## config.mk

```make
export PLATFORM = sky130hd
export DESIGN_NAME = clkmgr_ctrl
export DESIGN_NICKNAME = d
export VERILOG_FILES = /design/src/rtl/clkmgr_pkg.sv /design/src/rtl/clkmgr_regs.sv /design/src/rtl/clkmgr_alt_detect.sv /design/src/rtl/clkmgr_clkgen.sv /design/src/rtl/clkmgr_ctrl.sv
export SDC_FILE = /design/constraint.sdc
export NUM_CORES = 1
export LEC_CHECK = 0
export ABC_AREA = 1
export ABC_CLOCK_PERIOD_IN_PS = 3490
export CAP_MARGIN = 20
export CORE_MARGIN = 5
export CORE_UTILIZATION = 66
export CTS_CLUSTER_SIZE = 10
export DETAILED_ROUTE_END_ITERATION = 8
export DONT_BUFFER_PORTS = 1
export PLACE_DENSITY = 0.82
export SLEW_MARGIN = 40
export SYNTH_ARGS = -nofsm -noshare
export SYNTH_HDL_FRONTEND = slang
export SYNTH_SLANG_ARGS = --single-unit
```

## constraint.sdc

```tcl
create_clock -name clk -period 3.49 [get_ports clk]
set_input_delay 0.349 -clock clk [delete_from_list [all_inputs] [get_ports clk]]
set_output_delay 0.349 -clock clk [all_outputs]
set_load 0.01 [all_outputs]
```

## src/rtl/clkmgr_pkg.sv

```systemverilog
package clkmgr_pkg;

  localparam int unsigned REG_W = 8;
  localparam int unsigned PRS_W = 3;

  // mode register fields
  localparam int unsigned MODE_HALVE_BIT = 5;
  localparam int unsigned MODE_PRS_LSB   = 2;
  localparam logic [REG_W-1:0] MODE_RST_VAL = 8'hE0;

  // control register fields
  localparam int unsigned CTL_LPW_BIT  = 0;
  localparam int unsigned CTL_WSEL_BIT = 1;
  localparam int unsigned CTL_ALT_BIT  = 2;
  localparam int unsigned CTL_SRST_BIT = 3;
  localparam logic [REG_W-1:0] CTL_RST_VAL = 8'h00;

  typedef enum logic [1:0] {
    ST_RUN    = 2'd0,
    ST_WAIT   = 2'd1,
    ST_LPWAIT = 2'd2,
    ST_HALT   = 2'd3
  } run_state_e;

endpackage

```

## src/rtl/clkmgr_regs.sv

```systemverilog
module clkmgr_regs
  import clkmgr_pkg::*;
(
  input  logic             clk,
  input  logic             rst_ni,
  input  logic             sel_i,
  input  logic             wr_i,
  input  logic [REG_W-1:0] wdata_i,
  input  logic             hw_alt_set_i,
  output logic [REG_W-1:0] rdata_o,
  output logic             halve_o,
  output logic [PRS_W-1:0] prs_o,
  output logic             lpw_o,
  output logic             wsel_o,
  output logic             altsel_o,
  output logic             srst_o
);

  logic [REG_W-1:0] mode_q, mode_d;
  logic [REG_W-1:0] ctl_q, ctl_d;

  always_comb begin
    mode_d = mode_q;
    ctl_d  = ctl_q;
    if (wr_i && !sel_i) begin
      mode_d = wdata_i;
    end
    // software write outranks the hardware set of the select bit
    if (wr_i && sel_i) begin
      ctl_d = wdata_i;
    end else if (hw_alt_set_i) begin
      ctl_d[CTL_ALT_BIT] = 1'b1;
    end
  end

  always_ff @(posedge clk or negedge rst_ni) begin
    if (!rst_ni) begin
      mode_q <= MODE_RST_VAL;
      ctl_q  <= CTL_RST_VAL;
    end else begin
      mode_q <= mode_d;
      ctl_q  <= ctl_d;
    end
  end

  assign rdata_o  = sel_i ? ctl_q : mode_q;
  assign halve_o  = mode_q[MODE_HALVE_BIT];
  assign prs_o    = mode_q[MODE_PRS_LSB +: PRS_W];
  assign lpw_o    = ctl_q[CTL_LPW_BIT];
  assign wsel_o   = ctl_q[CTL_WSEL_BIT];
  assign altsel_o = ctl_q[CTL_ALT_BIT];
  assign srst_o   = ctl_q[CTL_SRST_BIT];

endmodule

```

## src/rtl/clkmgr_alt_detect.sv

```systemverilog
module clkmgr_alt_detect #(
  parameter int unsigned SYNC_STAGES = 2,
  parameter int unsigned WINDOW      = 64
) (
  input  logic clk,
  input  logic rst_ni,
  input  logic alt_i,
  output logic rise_o,
  output logic present_o
);

  localparam int unsigned WCW = $clog2(WINDOW);
  localparam logic [WCW-1:0] WIN_LAST = WCW'(WINDOW - 1);

  // synchronizer stages plus one history stage for edge detection
  logic [SYNC_STAGES:0] chain_q;
  logic [WCW-1:0]       win_q, win_d;
  logic                 seen_q, seen_d;
  logic                 present_q, present_d;

  assign rise_o = chain_q[SYNC_STAGES-1] & ~chain_q[SYNC_STAGES];

  always_comb begin
    win_d     = win_q;
    seen_d    = seen_q;
    present_d = present_q;
    if (win_q == WIN_LAST) begin
      win_d     = '0;
      present_d = seen_q | rise_o;
      seen_d    = 1'b0;
    end else begin
      win_d = win_q + 1'b1;
      if (rise_o) begin
        present_d = 1'b1;
        seen_d    = 1'b1;
      end
    end
  end

  always_ff @(posedge clk or negedge rst_ni) begin
    if (!rst_ni) begin
      chain_q   <= '0;
      win_q     <= '0;
      seen_q    <= 1'b0;
      present_q <= 1'b0;
    end else begin
      chain_q   <= {chain_q[SYNC_STAGES-1:0], alt_i};
      win_q     <= win_d;
      seen_q    <= seen_d;
      present_q <= present_d;
    end
  end

  assign present_o = present_q;

endmodule

```

## src/rtl/clkmgr_clkgen.sv

```systemverilog
module clkmgr_clkgen #(
  parameter int unsigned PRS_W  = 3,
  parameter int unsigned LP_DIV = 16
) (
  input  logic             clk,
  input  logic             rst_ni,
  input  logic             halve_i,
  input  logic [PRS_W-1:0] prs_i,
  input  logic             use_alt_i,
  input  logic             alt_rise_i,
  input  logic             lp_mode_i,
  input  logic             stop_i,
  input  logic             cpu_allow_i,
  output logic             int_en_o,
  output logic             cpu_en_o
);

  localparam int unsigned LCW = (LP_DIV > 1) ? $clog2(LP_DIV) : 1;
  localparam logic [LCW-1:0] LP_LAST = LCW'(LP_DIV - 1);

  logic             phase_q;
  logic [LCW-1:0]   lp_cnt_q, lp_cnt_d, lp_inc;
  logic [PRS_W-1:0] pre_cnt_q, pre_cnt_d;
  logic [PRS_W-1:0] prs_act_q, prs_act_d;
  logic             base_en, pre_tc;

  assign base_en = halve_i ? phase_q : 1'b1;

  // low-power counter wrap: free wrap for powers of two, compare otherwise
  if ((LP_DIV & (LP_DIV - 1)) == 0) begin : g_lp_pow2
    assign lp_inc = lp_cnt_q + 1'b1;
  end else begin : g_lp_cmp
    assign lp_inc = (lp_cnt_q == LP_LAST) ? '0 : lp_cnt_q + 1'b1;
  end

  always_comb begin
    if (stop_i) begin
      int_en_o = 1'b0;
    end else if (use_alt_i) begin
      int_en_o = alt_rise_i;
    end else if (lp_mode_i) begin
      int_en_o = base_en && (lp_cnt_q == LP_LAST);
    end else begin
      int_en_o = base_en;
    end
  end

  assign pre_tc   = (pre_cnt_q == prs_act_q);
  assign cpu_en_o = int_en_o && pre_tc && cpu_allow_i;

  always_comb begin
    lp_cnt_d  = lp_cnt_q;
    pre_cnt_d = pre_cnt_q;
    prs_act_d = prs_act_q;
    if (!lp_mode_i) begin
      lp_cnt_d = '0;
    end else if (base_en && !use_alt_i) begin
      lp_cnt_d = lp_inc;
    end
    if (int_en_o) begin
      if (pre_tc) begin
        pre_cnt_d = '0;
        prs_act_d = prs_i;
      end else begin
        pre_cnt_d = pre_cnt_q + 1'b1;
      end
    end
  end

  always_ff @(posedge clk or negedge rst_ni) begin
    if (!rst_ni) begin
      phase_q   <= 1'b0;
      lp_cnt_q  <= '0;
      pre_cnt_q <= '0;
      prs_act_q <= '0;
    end else begin
      phase_q   <= ~phase_q;
      lp_cnt_q  <= lp_cnt_d;
      pre_cnt_q <= pre_cnt_d;
      prs_act_q <= prs_act_d;
    end
  end

endmodule

```

## src/rtl/clkmgr_ctrl.sv

```systemverilog
module clkmgr_ctrl
  import clkmgr_pkg::*;
#(
  parameter int unsigned SYNC_STAGES = 2,
  parameter int unsigned WINDOW      = 64,
  parameter int unsigned LP_DIV      = 16
) (
  input  logic       clk,
  input  logic       rst_n,
  input  logic       bus_sel,
  input  logic       bus_wr,
  input  logic [7:0] bus_wdata,
  output logic [7:0] bus_rdata,
  input  logic       alt_clk_in,
  input  logic       wfi_req,
  input  logic       wake_in,
  input  logic       halt_req,
  output logic       int_clk_en,
  output logic       cpu_clk_en,
  output logic       alt_clk_active,
  output logic       low_power_o,
  output logic       halted_o,
  output logic       soft_rst_o
);

  logic [1:0]       rst_sync_q;
  logic             rst_ni;
  run_state_e       state_q, state_d;
  logic             srst_q, srst_d;
  logic             hw_alt_set;
  logic             halve_bit, lpw_bit, wsel_bit, altsel_bit, srst_bit;
  logic [PRS_W-1:0] prs_val;
  logic             alt_rise, alt_present, use_alt;

  // reset: asserted asynchronously, released after two clock edges
  always_ff @(posedge clk or negedge rst_n) begin
    if (!rst_n) begin
      rst_sync_q <= 2'b00;
    end else begin
      rst_sync_q <= {rst_sync_q[0], 1'b1};
    end
  end
  assign rst_ni = rst_sync_q[1];

  clkmgr_regs u_regs (
    .clk          (clk),
    .rst_ni       (rst_ni),
    .sel_i        (bus_sel),
    .wr_i         (bus_wr),
    .wdata_i      (bus_wdata),
    .hw_alt_set_i (hw_alt_set),
    .rdata_o      (bus_rdata),
    .halve_o      (halve_bit),
    .prs_o        (prs_val),
    .lpw_o        (lpw_bit),
    .wsel_o       (wsel_bit),
    .altsel_o     (altsel_bit),
    .srst_o       (srst_bit)
  );

  clkmgr_alt_detect #(
    .SYNC_STAGES (SYNC_STAGES),
    .WINDOW      (WINDOW)
  ) u_alt (
    .clk       (clk),
    .rst_ni    (rst_ni),
    .alt_i     (alt_clk_in),
    .rise_o    (alt_rise),
    .present_o (alt_present)
  );

  assign use_alt = altsel_bit & alt_present;

  clkmgr_clkgen #(
    .PRS_W  (PRS_W),
    .LP_DIV (LP_DIV)
  ) u_gen (
    .clk         (clk),
    .rst_ni      (rst_ni),
    .halve_i     (halve_bit),
    .prs_i       (prs_val),
    .use_alt_i   (use_alt),
    .alt_rise_i  (alt_rise),
    .lp_mode_i   (state_q == ST_LPWAIT),
    .stop_i      (state_q == ST_HALT),
    .cpu_allow_i (state_q == ST_RUN),
    .int_en_o    (int_clk_en),
    .cpu_en_o    (cpu_clk_en)
  );

  always_comb begin
    state_d    = state_q;
    srst_d     = 1'b0;
    hw_alt_set = 1'b0;
    unique case (state_q)
      ST_RUN: begin
        if (halt_req) begin
          if (srst_bit) begin
            srst_d = 1'b1;
          end else begin
            state_d = ST_HALT;
          end
        end else if (wfi_req) begin
          if (lpw_bit) begin
            state_d    = ST_LPWAIT;
            hw_alt_set = wsel_bit;
          end else begin
            state_d = ST_WAIT;
          end
        end
      end
      ST_WAIT, ST_LPWAIT: begin
        if (wake_in && int_clk_en) begin
          state_d = ST_RUN;
        end
      end
      default: state_d = ST_HALT;
    endcase
  end

  always_ff @(posedge clk or negedge rst_ni) begin
    if (!rst_ni) begin
      state_q <= ST_RUN;
      srst_q  <= 1'b0;
    end else begin
      state_q <= state_d;
      srst_q  <= srst_d;
    end
  end

  assign alt_clk_active = use_alt;
  assign low_power_o    = (state_q == ST_LPWAIT);
  assign halted_o       = (state_q == ST_HALT);
  assign soft_rst_o     = srst_q;

endmodule

```

Yosys cells after proc, flatten, opt, wreduce, memory -nomap -nowiden
Index checks and enable logic that the tools add are counted.
{"block": "op_classes", "addsub": 3, "eq_ne": 10, "muxes": 27, "bitwise": 5, "reduce_logical": 15}
{"cell": "1-bit 2-to-1 mux", "n": 16}
{"cell": "2-bit 2-to-1 mux", "n": 5}
{"cell": "4-bit 2-to-1 mux", "n": 2}
{"cell": "8-bit 2-to-1 mux", "n": 1}
{"cell": "1-bit logical AND", "n": 7}
{"cell": "6-bit by 1-bit adder with 6-bit output (second input constant)", "n": 1}
{"cell": "6-bit == test (second input constant)", "n": 1}
{"cell": "6-bit 2-to-1 mux", "n": 1}
{"cell": "3-bit != test (second input constant)", "n": 2}
{"cell": "4-bit by 1-bit adder with 4-bit output (second input constant)", "n": 1}
{"cell": "2-bit == test (second input constant)", "n": 2}
{"cell": "4-bit == test (second input constant)", "n": 1}
{"cell": "2-bit != test (second input constant)", "n": 2}
{"cell": "2-bit case mux with 2 select lines", "n": 1}
{"cell": "2-bit nonzero test", "n": 2}
{"cell": "3-bit by 1-bit adder with 3-bit output (second input constant)", "n": 1}
{"cell": "3-bit == test", "n": 1}
{"cell": "3-bit 2-to-1 mux", "n": 1}
{"cell": "3-bit AND reduction", "n": 1}
{"cell": "1-bit bitwise AND", "n": 2}
{"cell": "2-bit by 1-bit == test with 1-bit output (second input constant)", "n": 1}
{"cell": "1-bit logical NOT", "n": 2}
{"cell": "2-bit logical NOT", "n": 1}
{"cell": "1-bit NOT", "n": 2}
{"cell": "other kinds (3)", "n": 3}
{"block": "totals", "reg_bits": 43, "input_bits": 16, "output_inout_bits": 14, "wordCells": 74}

Longest topological paths before layout
Gate-level depths: netlist of run 1.
{"block": "depth", "word_depth": 8, "depth_mapped": 10, "ltp_nobuf": 10}

Cells and area by module
From an unflattened synthesis of run 1, not the netlist that was laid out.
{"block": "unflattened", "hier_cells": 258, "hier_area_um2": 2127.0}
{"mod": "clkmgr_regs", "n_inst": 1, "cells_per_inst": 99, "area_per_inst_um2": 803.3, "seq_area_each_um2": 404.1}
{"mod": "clkmgr_clkgen", "n_inst": 1, "cells_per_inst": 75, "area_per_inst_um2": 599.3, "seq_area_each_um2": 275.3}
{"mod": "clkmgr_alt_detect", "n_inst": 1, "cells_per_inst": 45, "area_per_inst_um2": 432.9, "seq_area_each_um2": 275.3}
{"mod": "clkmgr_ctrl", "n_inst": 1, "cells_per_inst": 39, "area_per_inst_um2": 291.5, "seq_area_each_um2": 125.1}

Least setup slack after synthesis of run 1
OpenSTA, ideal clock, no wires.
{"block": "synth_path", "kind": "reg-to-output", "startpoint": "reg state_q[0]", "endpoint": "out cpu_clk_en", "arrival_ps": 1273, "t_required_ps": 3141, "path_slack_ps": 1868, "stages_incl_launch_ff": 10, "path_buffers": 0, "path_cell_list": "dfrtp_1 inv_1 ha_1 nand2_1 nand2_4 nand2_4 nand2_4 clkinv_4 nand2_8 nor2_2"}
{"block": "synth_via", "elab_chain_cells": 6, "elab_cells_between_ends": 8, "cone_classes": "eq/ne: 2; mux: 3; reduce/logical: 3"}
{"item": "from (decl)", "line_no": "clkmgr_ctrl.sv:28", "text": "run_state_e state_q, state_d;"}
{"item": "from (signal assigned)", "line_no": "clkmgr_ctrl.sv:126", "text": "state_q <= state_d;"}
{"item": "2-bit == test"}
{"item": "named net low_power_o", "line_no": "clkmgr_ctrl.sv:21", "text": "output logic low_power_o,"}
{"item": "1-bit 2-to-1 mux", "line_no": "clkmgr_clkgen.sv:41", "text": "end else if (lp_mode_i) begin"}
{"item": "1-bit 2-to-1 mux", "line_no": "clkmgr_clkgen.sv:39", "text": "end else if (use_alt_i) begin"}
{"item": "1-bit 2-to-1 mux", "line_no": "clkmgr_clkgen.sv:37", "text": "if (stop_i) begin"}
{"item": "named net int_clk_en", "line_no": "clkmgr_ctrl.sv:18", "text": "output logic int_clk_en,"}
{"item": "1-bit logical AND (2 in series)", "line_no": "clkmgr_clkgen.sv:49", "text": "assign cpu_en_o = int_en_o && pre_tc && cpu_allow_i;"}
{"item": "to (decl)", "line_no": "clkmgr_ctrl.sv:19", "text": "output logic cpu_clk_en,"}
The timed path passes the listed nets, and every way through them passes these cells.

Worst setup path after layout of run 1
Ends and elaborated chain as after synthesis.

==> metrics.txt, run 1 <==
I/O pin count 30; Post-synth EDFFs 0; GR Util met1 about a quarter; # DRC 0; top-count cell post-synth nand2_1; skew final 6.783 ps; XOR/XNOR Fraction of Synth Area 2.623%; peak supply drop 0.3258 mV; gp weighted congestion 0.7917; CTS max path bufs 2; # H-tree levels 2; Post-Layout Cell Count 258; Setup crit end kind output pin; Fin Hold WS roughly 110 ps; Post-Synth Adder-Cell Area 3.748%; crit share post-route approximately three fifths; core area 2978 um2; worst min path class in -> reg; final antenna-violating net count 0; DRT Wirelength 3485 um; Reg2Reg Depth 8; RSZ-0062 raised after global routing no; GRT Resource Usage Total 19.16%; Die Ht around 65 um; Hold Crit Start bus_wdata[7]; status completed; final-report hold violation count 0; post-CTS sizing 0; worst r2r src state_q[0]$_DFFE_PN0P_; hold depth 2; Ys Warns 0; total iterations of the first detailed-routing run 4; mean post-synth cell area ~9.2 um2; area share of the largest cell type after synthesis between 40% and 50%; DR WL/cell 13.51 um; CP required 3140 ps; Clock Latency Late Sink between 300 and 400 ps; global-route wire length before repair 6141 um; Net Count, Synth 239; FF-to-FF End u_gen.pre_cnt_q[0]$_DFFE_PN0N_; CTS tree yes; Worst-path clk slew 110 ps; total die area 4237 um2; final setup margin 1347 ps; vias in the first global route 1432; initial core utilization ~67%; Detailed Route Iter0 Violations 58; Critical Path Fanout Max 7; antenna violations before repair 0; CTS buffer count 5; Layout area overhead 7.121%; cell taking the most area after synthesis dfrtp_1; Cells after Synth 217; Fmax achieved around 470 MHz; post-synth cell types 30; register area share after synthesis 53.90%; Reg2Reg Setup Slack 1940 ps; Final Cell Area about 2100 um2; Max-cap violations 0; post-synthesis compound-gate area fraction approximately 11%; simple-gate share of the synthesized area 22.30%; Post-DP Area 2039 um2; row count 20; drt via density 5.341; Worst slew margin 67.33%; CTS Sinks 43; top cells by count, synth 50 x nand2_1, 40 x dfrtp_1, 25 x inv_1; Inserted Diodes 0; post-layout util 72.06%; layout cell share with drive strength beyond 1 15.11%; critical path arrival 1790 ps; Final Setup Violations 0; Final #Nets 246; fin. max-slew vios 0; ys flop type dfrtp_1; PortBufs 0; min Tclk post-route 2143 ps; async set or reset register ratio after synthesis 100.0%; met2 usage 31.80%; global route hottest layer met2; Setup TNS 0 ps; synthesized cell area 2003 um2; CP startpoint kind flip-flop; Power Total 0.9550 mW; Clk Tree Root Cell clkbuf_4; pre-CTS setup slack ~1700 ps; hold-critical path endpoint u_regs.mode_q[7]$_DFFE_PN1P_; worst-margin pin slew about 480 ps; mux contribution to synthesized area 0%; die width 65.09 um; Pwr Density approximately 450 nW/um2; routing usage on met3 7.521%; largest cells by area after synthesis dfrtp_1 50%, nand2_1 9.4%, o21ai_0 6.0%; post-detail-place hpwl 2680 um; largest net degree at the start of global routing between 40 and 50; vias 1378; Worst Path Class, Setup reg -> out; Inst Count DP 248; largest family of logic cells by synthesized area simple AND/OR/NAND/NOR gates; grt total ovfl 0; Leak about 1.1 nW; Seq cells post-synth 43
[worst max-delay path by stage]
stage               slack [ps]                   start          to  cells after the start
global route              1210  state_q[0]$_DFFE_PN0P_  cpu_clk_en                      9
finish                    1350  state_q[0]$_DFFE_PN0P_  cpu_clk_en                      9
floorplan                 1870  state_q[0]$_DFFE_PN0P_  cpu_clk_en                      9
detailed placement        1730  state_q[0]$_DFFE_PN0P_  cpu_clk_en                      9
global placement          1800  state_q[0]$_DFFE_PN0P_  cpu_clk_en                      9
CTS                       1320  state_q[0]$_DFFE_PN0P_  cpu_clk_en                      9
[critical path, cell delays in order, from the launching register on]
cell and delay [ps]:
dfrtp_1 420, inv_1 90, ha_1 300, nand2_1 130, nand2_4 90, nand2_4 50
nand2_4 90, clkinv_4 100, nand2_8 100, nor2_2 60
[layer usage]
layer | part of all wire (%) | routed length [um]
met5 | 0 | 0
met4 | 1.6 | 55
met3 | 7.1 | 248
met2 | 49 | 1708
met1 | 42 | 1473
[power breakdown]
| part | switching, mW | leakage (nW) | internal (mW) |
|---|---|---|---|
| Sequential | 0.0143 | 0.525 | 0.527 |
| Combinational | 0.0631 | 0.518 | 0.0269 |
| Clock | 0.154 | 0.0482 | 0.169 |
[cell usage in the layout (no fill, tap or decap), types with 2 or more instances in the layout]
cell           instances
nand2_1               50
dfrtp_1               40
inv_1                 25
o21ai_0               24
nor2_1                15
nand3_1               11
a21oi_1                7
ha_1                   6
clkbuf_4               5
xnor2_1                4
nand2_2                4
o21ai_2                4
nand2_4                3
dfstp_2                3
xor2_1                 2
inv_2                  2
nor2_4                 2
dlygate4sd3_1          2
[final cells by class]
type	instances	area, um2
clock inverters	2	35.03
clock buffers	6	51.30
multi-input cells	142	794.5
inverters	29	116.4
repair buffers	3	27.53
fillers	235	832.0
well taps	33	41.29
flip-flops and latches	43	1080
[registers in the layout, summed over array words and instances, names as in the netlist]
register,flops
u_alt.present_o,1
rst_sync_q,2
u_alt.seen_q,1
u_gen.phase_q,1
state_q,2
soft_rst_o,1
u_alt.chain_q,3
u_regs.mode_q,8
u_gen.prs_act_q,3
u_gen.lp_cnt_q,4
u_alt.win_q,6
u_gen.pre_cnt_q,3
u_regs.ctl_q,8
[repair_timing]
| action | CTS | global route |
|---|---|---|
| setup buffers | 0 | 0 |
| hold buffers | 2 | 0 |
| setup endpoints to repair | 0 | 0 |
| hold endpoints to repair | 3 | 0 |
[kinds of logic (layout without fill, tap and decap cells)]
| logic type | count (synthesis) | in the layout |
|---|---|---|
| xor+xnor | 6 | 6 |
| flops | 43 | 43 |
| compound gates | 38 | 38 |
| other cells | 1 | 1 |
| fa+ha+maj | 6 | 6 |
| buf+inv | 32 | 40 |
| simple gates | 91 | 91 |
(Power assumes the default switching activity.)
==> run 2: changes to the inputs <==
- ABC_CLOCK_PERIOD_IN_PS: 3490 -> 1900
- CORE_UTILIZATION: 66 -> 56
- PLACE_DENSITY: 0.82 -> 0.74
- clock period: 3.49 -> 1.9 ns (I/O delays scaled with it)
==> metrics.txt, run 2 (synthesis results as in run 1) <==
CP required 1710 ps (-1430 ps); final antenna-violating net count 0 (unchanged); Final Cell Area 2300 um2 (+7.2%); RSZ-0062 raised after global routing no; PortBufs 0 (unchanged); Post-DP Area 2063 um2 (+1.2%); Inserted Diodes 0 (unchanged); total iterations of the first detailed-routing run 4 (unchanged); post-detail-place hpwl 2626 um (-2.0%); post-layout util 67.85% (-4.2 points); vias 1420 (+3.0%); status completed; CTS tree yes; leading cell type in the layout, fill and taps excluded nand2_1; # H-tree levels 2 (unchanged); CP delay by family, top simple AND/OR/NAND/NOR gates; Fmax achieved ~560 MHz; Setup TNS 0 ps (unchanged); # DRC 0 (unchanged); worst min path class reg -> async; final-report hold violation count 0 (unchanged); row count 21 (+5.0%); most frequent cells in the layout 49 x nand2_1, 40 x dfrtp_1, 25 x inv_1, 24 x o21ai_0, 14 x nor2_1; CTS max path bufs 2 (unchanged); vias in the first global route 1391 (-2.9%); Regs by FF count u_regs.ctl_q x8, u_regs.mode_q x8, u_alt.win_q x6; Worst Path Class, Setup reg -> out; core area 3390 um2 (+14%); Post-Layout Cell Count 285 (+10%); total die area 4873 um2 (+15%); Max-cap violations 0 (unchanged); Critical path buffers and inverters 1 (-1); crit share post-route 94.05%; Worst-path clk slew 120 ps (about the same); DRT Wirelength 3684 um (+5.7%); Final #Nets 260 (+5.7%); Critical Path Fanout Max 5 (-2); CP max stage cell dfrtp_1; fin. max-slew vios 0 (unchanged); Die Ht 69.81 um (+7.3%); peak supply drop 0.4739 mV (+45%); CP startpoint kind flip-flop; Setup crit end kind output pin; Clk Tree Root Cell clkbuf_4; CP peak stage delay 390 ps (-30 ps); drt via density 4.982 (-6.7%); global-route wire length before repair 6265 um (+2.0%); CTS Sinks 43 (unchanged); I/O pin count 30 (unchanged); initial core utilization 59.10% (-8.2 points); CTS buffer count 5 (unchanged); critical path, cell by cell ha_2 -> nand3_2 -> nand2_2 -> nand2_4 -> nand2_4 -> nand2_8 -> clkinv_8 -> nand2_8 -> nor2_4; critical path arrival 1600 ps (-190 ps); Final Setup Violations 0 (unchanged); gp weighted congestion 0.7822 (-1.2%); die width 69.81 um (+7.3%); skew final 6.503 ps (-0.2796 ps); GRT Resource Usage Total 16.17% (-3.0 points); DR WL/cell 12.93 um (-4.3%); Detailed Route Iter0 Violations 57 (-1.7%); layout cell share with drive strength beyond 1 17.99% (+2.9 points); Inst Count DP 262 (+5.6%); antenna violations before repair 0 (unchanged); min Tclk post-route 1787 ps; Pwr Density 700.2 nW/um2 (+57%); Layout area overhead 14.80%; Clock Latency Late Sink 350 ps (about the same); Leak 1.122 nW (+2.8%); largest net degree at the start of global routing 41 (-2.4%); grt total ovfl 0 (unchanged)
run 2: changes by cell type in the layout (fill, tap and decap cells not counted), sizes merged:
cell,before,now
buf,1,5
bufinv,1,0
clkbuf,6,5
clkinvlp,0,2
dlygate4sd3,2,12
run 2: area by class of cell:
class                           instances  area [um2]
Sequential cell                        43        1080
Multi-Input combinational cell        142       823.3
Timing Repair Buffer                   17       157.7
Clock buffer                            5       37.54
Inverter                               29       123.9
Fill cell                             272        1090
Tap cell                               46       57.56
Clock inverter                          3       20.02
run 2: path summary, 6_finish.rpt:
| path | endpoint | cells after the start | startpoint | slack [ps] |
|---|---|---|---|---|
| hold / removal | u_alt.chain_q[0]$_DFF_PN0_ | 0 | rst_sync_q[1]$_DFF_PN0_ | 30 |
| setup reg to reg | u_gen.prs_act_q[0]$_DFFE_PN0P_ | 11 | u_gen.lp_cnt_q[1]$_DFFE_PN0P_ | 410 |
| setup / recovery | cpu_clk_en | 9 | u_gen.lp_cnt_q[1]$_DFFE_PN0P_ | 110 |
| min in group clk | u_regs.ctl_q[2]$_DFFE_PN0P_ | 2 | bus_sel | 50 |
| hold reg to reg | u_alt.chain_q[0]$_DFF_PN0_ | 0 | rst_sync_q[1]$_DFF_PN0_ | 30 |
| max in group asynchronous | u_regs.mode_q[6]$_DFFE_PN1P_ | 1 | rst_sync_q[1]$_DFF_PN0_ | 1180 |
run 2: per-layer routing:
metal / track usage [%] / wire length (um)
met5: 0 / 0
met4: 5.745 / 57
met3: 6.087 / 235
met2: 25.60 / 1770
met1: 20.17 / 1621
run 2: stage by stage:
step	hold WS, ps	setup WS (ps)	power, mW
after floorplan	-105.6	436.6	1.144
after global placement	-105.5	487.3	1.170
after detailed placement	-105.5	438.5	1.178
after CTS	22.85	32.06	1.628
after global routing	13.40	7.903	1.713
final	27.05	113.1	1.610
run 2: worst reg2reg max path, stage by stage (launching register included):
cell,delay (ps)
dfrtp_1,390
ha_2,210
nand3_2,80
nand2_2,100
nand2_4,60
nand2_4,90
nand2_8,70
clkinv_8,80
nand2_8,50
buf_4,160
nand2_2,70
o21ai_2,50
run 2: power breakdown:
group          leakage [nW]  total (mW)  internal, mW  switching [mW]
Sequential            0.525       0.995         0.969          0.0269
Clock                0.0272       0.428         0.141           0.287
Combinational         0.570       0.186        0.0635           0.123
Total                  1.12        1.61          1.17           0.437
run 2: what timing repair did:
action	CTS	global route
setup buffers	0	3
gates resized for setup	0	9
hold buffers	12	0
hold endpoints to repair	20	0
setup endpoints to repair	0	1
==> run 3: changes to the inputs <==
- ABC_AREA: 1 -> 0
- CELL_PAD_IN_SITES_DETAIL_PLACEMENT: not set -> 1
- CELL_PAD_IN_SITES_GLOBAL_PLACEMENT: not set -> 2
- CORE_UTILIZATION: 56 -> 38
- PLACE_DENSITY: 0.74 -> not set
- PLACE_DENSITY_LB_ADDON: not set -> 0.1
==> metrics.txt, run 3 <==
Setup crit end cpu_clk_en; final-report hold violation count 0 (unchanged); Cells after Synth 158 (-27%); Net Count, Synth 180 (-25%); Setup crit end kind output pin; ys flop type dfrtp_1; leading cell type in the layout, fill and taps excluded dfrtp_1; Clk Tree Root Cell clkbuf_8; die width 82.31 um (+18%); initial core utilization 38.90% (-20 points); top cells by count, synth 40 x dfrtp_1, 26 x mux2_2, 9 x nand2_1, 9 x nor2_1; synthesized cell area 1987 um2 (-0.81%); CTS max path bufs 2 (unchanged); # DRC 0 (unchanged); fin. max-slew vios 0 (unchanged); Detailed Route Iter0 Violations 61 (+7.0%); DRT Wirelength 3817 um (+3.6%); DR WL/cell 15.71 um (+22%); Worst slew margin 63.77%; # H-tree levels 2 (unchanged); Die Ht 82.31 um (+18%); CP max stage cell dfrtp_1; crit share post-route 95.02% (+0.97 points); GRT Resource Usage Total 12.47% (-3.7 points); worst r2r src state_q[1]$_DFFE_PN0P_; critical path, cell by cell ha_2 -> nand3_4 -> a211oi_4 -> o211ai_2 -> nor2_2; CP startpoint kind flip-flop; post-synth cell types 35 (+17%); min Tclk post-route 1805 ps (+18.39 ps); Final Setup Violations 0 (unchanged); CTS Sinks 43 (unchanged); skew final 11.89 ps (+5.390 ps); total die area 6775 um2 (+39%); largest cells by area after synthesis dfrtp_1 50%, mux2_2 15%, dfstp_2 4.0%; CTS buffer count 5 (unchanged); Max-cap violations 0 (unchanged); Sw Pwr 0.8252 mW (+89%); async set or reset register ratio after synthesis 100.0% (unchanged); core area 5107 um2 (+51%); CP peak stage delay 390 ps (about the same); status completed; vias 1206 (-15%); final antenna-violating net count 0 (unchanged); Post-synth EDFFs 0 (unchanged); worst-margin pin slew 543.4 ps; clock power share 21.1% (-5.5 points); area share of the largest cell type after synthesis 50.38% (+0.41 points); Pwr Density 1145 nW/um2 (+64%); FF-to-FF End state_q[1]$_DFFE_PN0P_; critical path arrival 1620 ps (+20 ps); row count 26 (+24%); total iterations of the first detailed-routing run 4 (unchanged); Int Pwr 1.745 mW (+49%); Seq cells post-synth 43 (unchanged); post-detail-place hpwl 2980 um (+13%); Switching Fraction 32.11% (+5.0 points); Reg2Reg Depth 5 (-6); I/O pin count 30 (unchanged); Layout area overhead 12.97%; combinational power share 32.2% (+21 points); CP startpoint u_gen.lp_cnt_q[0]$_DFFE_PN0P_; Regs by FF count u_regs.ctl_q x8, u_regs.mode_q x8, u_alt.win_q x6; most frequent cells in the layout 40 x dfrtp_1, 26 x mux2_2, 9 x nand2_1; Power Total 2.570 mW (+60%); Setup TNS 0 ps (unchanged); register area share after synthesis 54.35% (+0.44 points); Worst Path Class, Setup reg -> out; Fmax achieved 553.9 MHz (-1.0%); grt total ovfl 0 (unchanged); Critical Path Fanout Max 3 (-2); largest net degree at the start of global routing 31 (-24%); worst min path class in -> reg; gp weighted congestion 0.7170 (-8.3%); antenna violations before repair 0 (unchanged); Fillers 549 (+100%); Reg2Reg Setup Slack 110 ps (-300 ps); layout cell share with drive strength beyond 1 28.90% (+11 points); register share of total power 46.7% (-15 points); cell taking the most area after synthesis dfrtp_1; CTS tree yes; mean post-synth cell area 12.58 um2 (+36%); PortBufs 0 (unchanged); Worst-path clk slew 80 ps (-40 ps); CP required 1710 ps (about the same); vias in the first global route 1318 (-5.2%); Clock Latency Late Sink 290 ps (-60 ps); Final #Nets 194 (-25%); drt via density 4.963 (-0.39%); global-route wire length before repair 6230 um (-0.56%); peak supply drop 0.5044 mV (+6.4%); Leak 0.9436 nW (-16%); Ys Warns 0 (unchanged); Inserted Diodes 0 (unchanged); top-count cell post-synth dfrtp_1
## run 3: changes by cell type after synthesis, moves of 4 or more
cell	change
nand2_1	-41
mux2_2	+26
o21ai_0	-21
inv_1	-17
nor2_1	-6
a21oi_1	-4
nand2_2	-4
nand2b_1	+4
o21ai_2	-4
## run 3: worst min-delay path by stage
| stage | startpoint | endpoint | slack [ps] | depth (start not counted) |
|---|---|---|---|---|
| floorplan | rst_n | rst_sync_q[0]$_DFF_PN0_ | -110 | 0 |
| global route | bus_wdata[3] | u_regs.ctl_q[3]$_DFFE_PN0P_ | 30 | 1 |
| detailed placement | rst_n | rst_sync_q[0]$_DFF_PN0_ | -110 | 0 |
| finish | halt_req | soft_rst_o$_DFF_PN0_ | 40 | 2 |
| CTS | halt_req | soft_rst_o$_DFF_PN0_ | 30 | 2 |
| global placement | rst_n | rst_sync_q[0]$_DFF_PN0_ | -110 | 0 |
## run 3: per-layer routing
metal | routed length, um | vias to the layer above | track usage, %
met5 | 0 | - | 0
met4 | 46 | 0 | 3.488
met3 | 217 | 5 | 4.772
met2 | 1898 | 24 | 20.35
met1 | 1655 | 604 | 15.35
li1 | - | 573 | -
## run 3: worst max-delay path, delay by kind of cell (launching register included)
kind,cells,cell delay (ps)
AO/OA/AOI/OAI,2,460
flip-flops,1,390
adder cells (fa/ha/maj),1,220
AND/OR/NAND/NOR,2,260
## run 3: cell families (layout without fill, tap and decap cells)
kind of cell             Yosys count  count (layout)  synth area share, %
AO/OA/AOI/OAI                     18              18                8.375
other                              1               1               0.1887
XOR/XNOR                           9               9                3.967
buffers and inverters             10              25                2.015
flip-flops                        43              43                54.35
adder cells (fa/ha/maj)            6               6                3.778
AND/OR/NAND/NOR                   41              41                10.45
multiplexers                      30              30                16.88
## run 3: area by class of cell
cell class / count / area (um2) / share of cell area (%)
multi-input cells: 105 / 882.1 / 39.30
clock buffers: 8 / 80.08 / 3.567
repair buffers: 9 / 85.08 / 3.790
well taps: 70 / 87.58 / 3.902
inverters: 8 / 30.03 / 1.338
flip-flops and latches: 43 / 1080 / 48.11
## run 3: power groups by stage
stage	registers [mW]	logic, mW	clock network, mW
after floorplan	1.19	0.643	0
after global placement	1.21	0.774	0
after detailed placement	1.23	0.806	0
after CTS	1.21	0.833	0.569
after global routing	1.23	0.943	0.609
final	1.20	0.827	0.542
## run 3: metrics by stage
| stage | std cells | utilization (%) | worst slack, ps | cell area (um2) | hold WS (ps) |
|---|---|---|---|---|---|
| floorplan | 158 | - | 264.3 | 1987 | -105.6 |
| global placement | 230 | 41.25 | 199.8 | 2107 | -105.5 |
| detailed placement | 230 | 41.25 | 115.7 | 2107 | -105.5 |
| CTS | 242 | 43.61 | 26.19 | 2227 | 30.14 |
| global route | 243 | 43.95 | -4.468 | 2245 | 26.20 |
| finish | 243 | 43.95 | 94.71 | 2245 | 41.62 |
## run 3: repair_timing
| action | in CTS | in global routing |
|---|---|---|
| pin swaps | 3 | 2 |
| hold buffers | 2 | 0 |
| endpoints found under the hold margin | 3 | 0 |
| setup buffers | 2 | 1 |
| gates resized for setup | 2 | 2 |
| endpoints found under the setup margin | 2 | 2 |
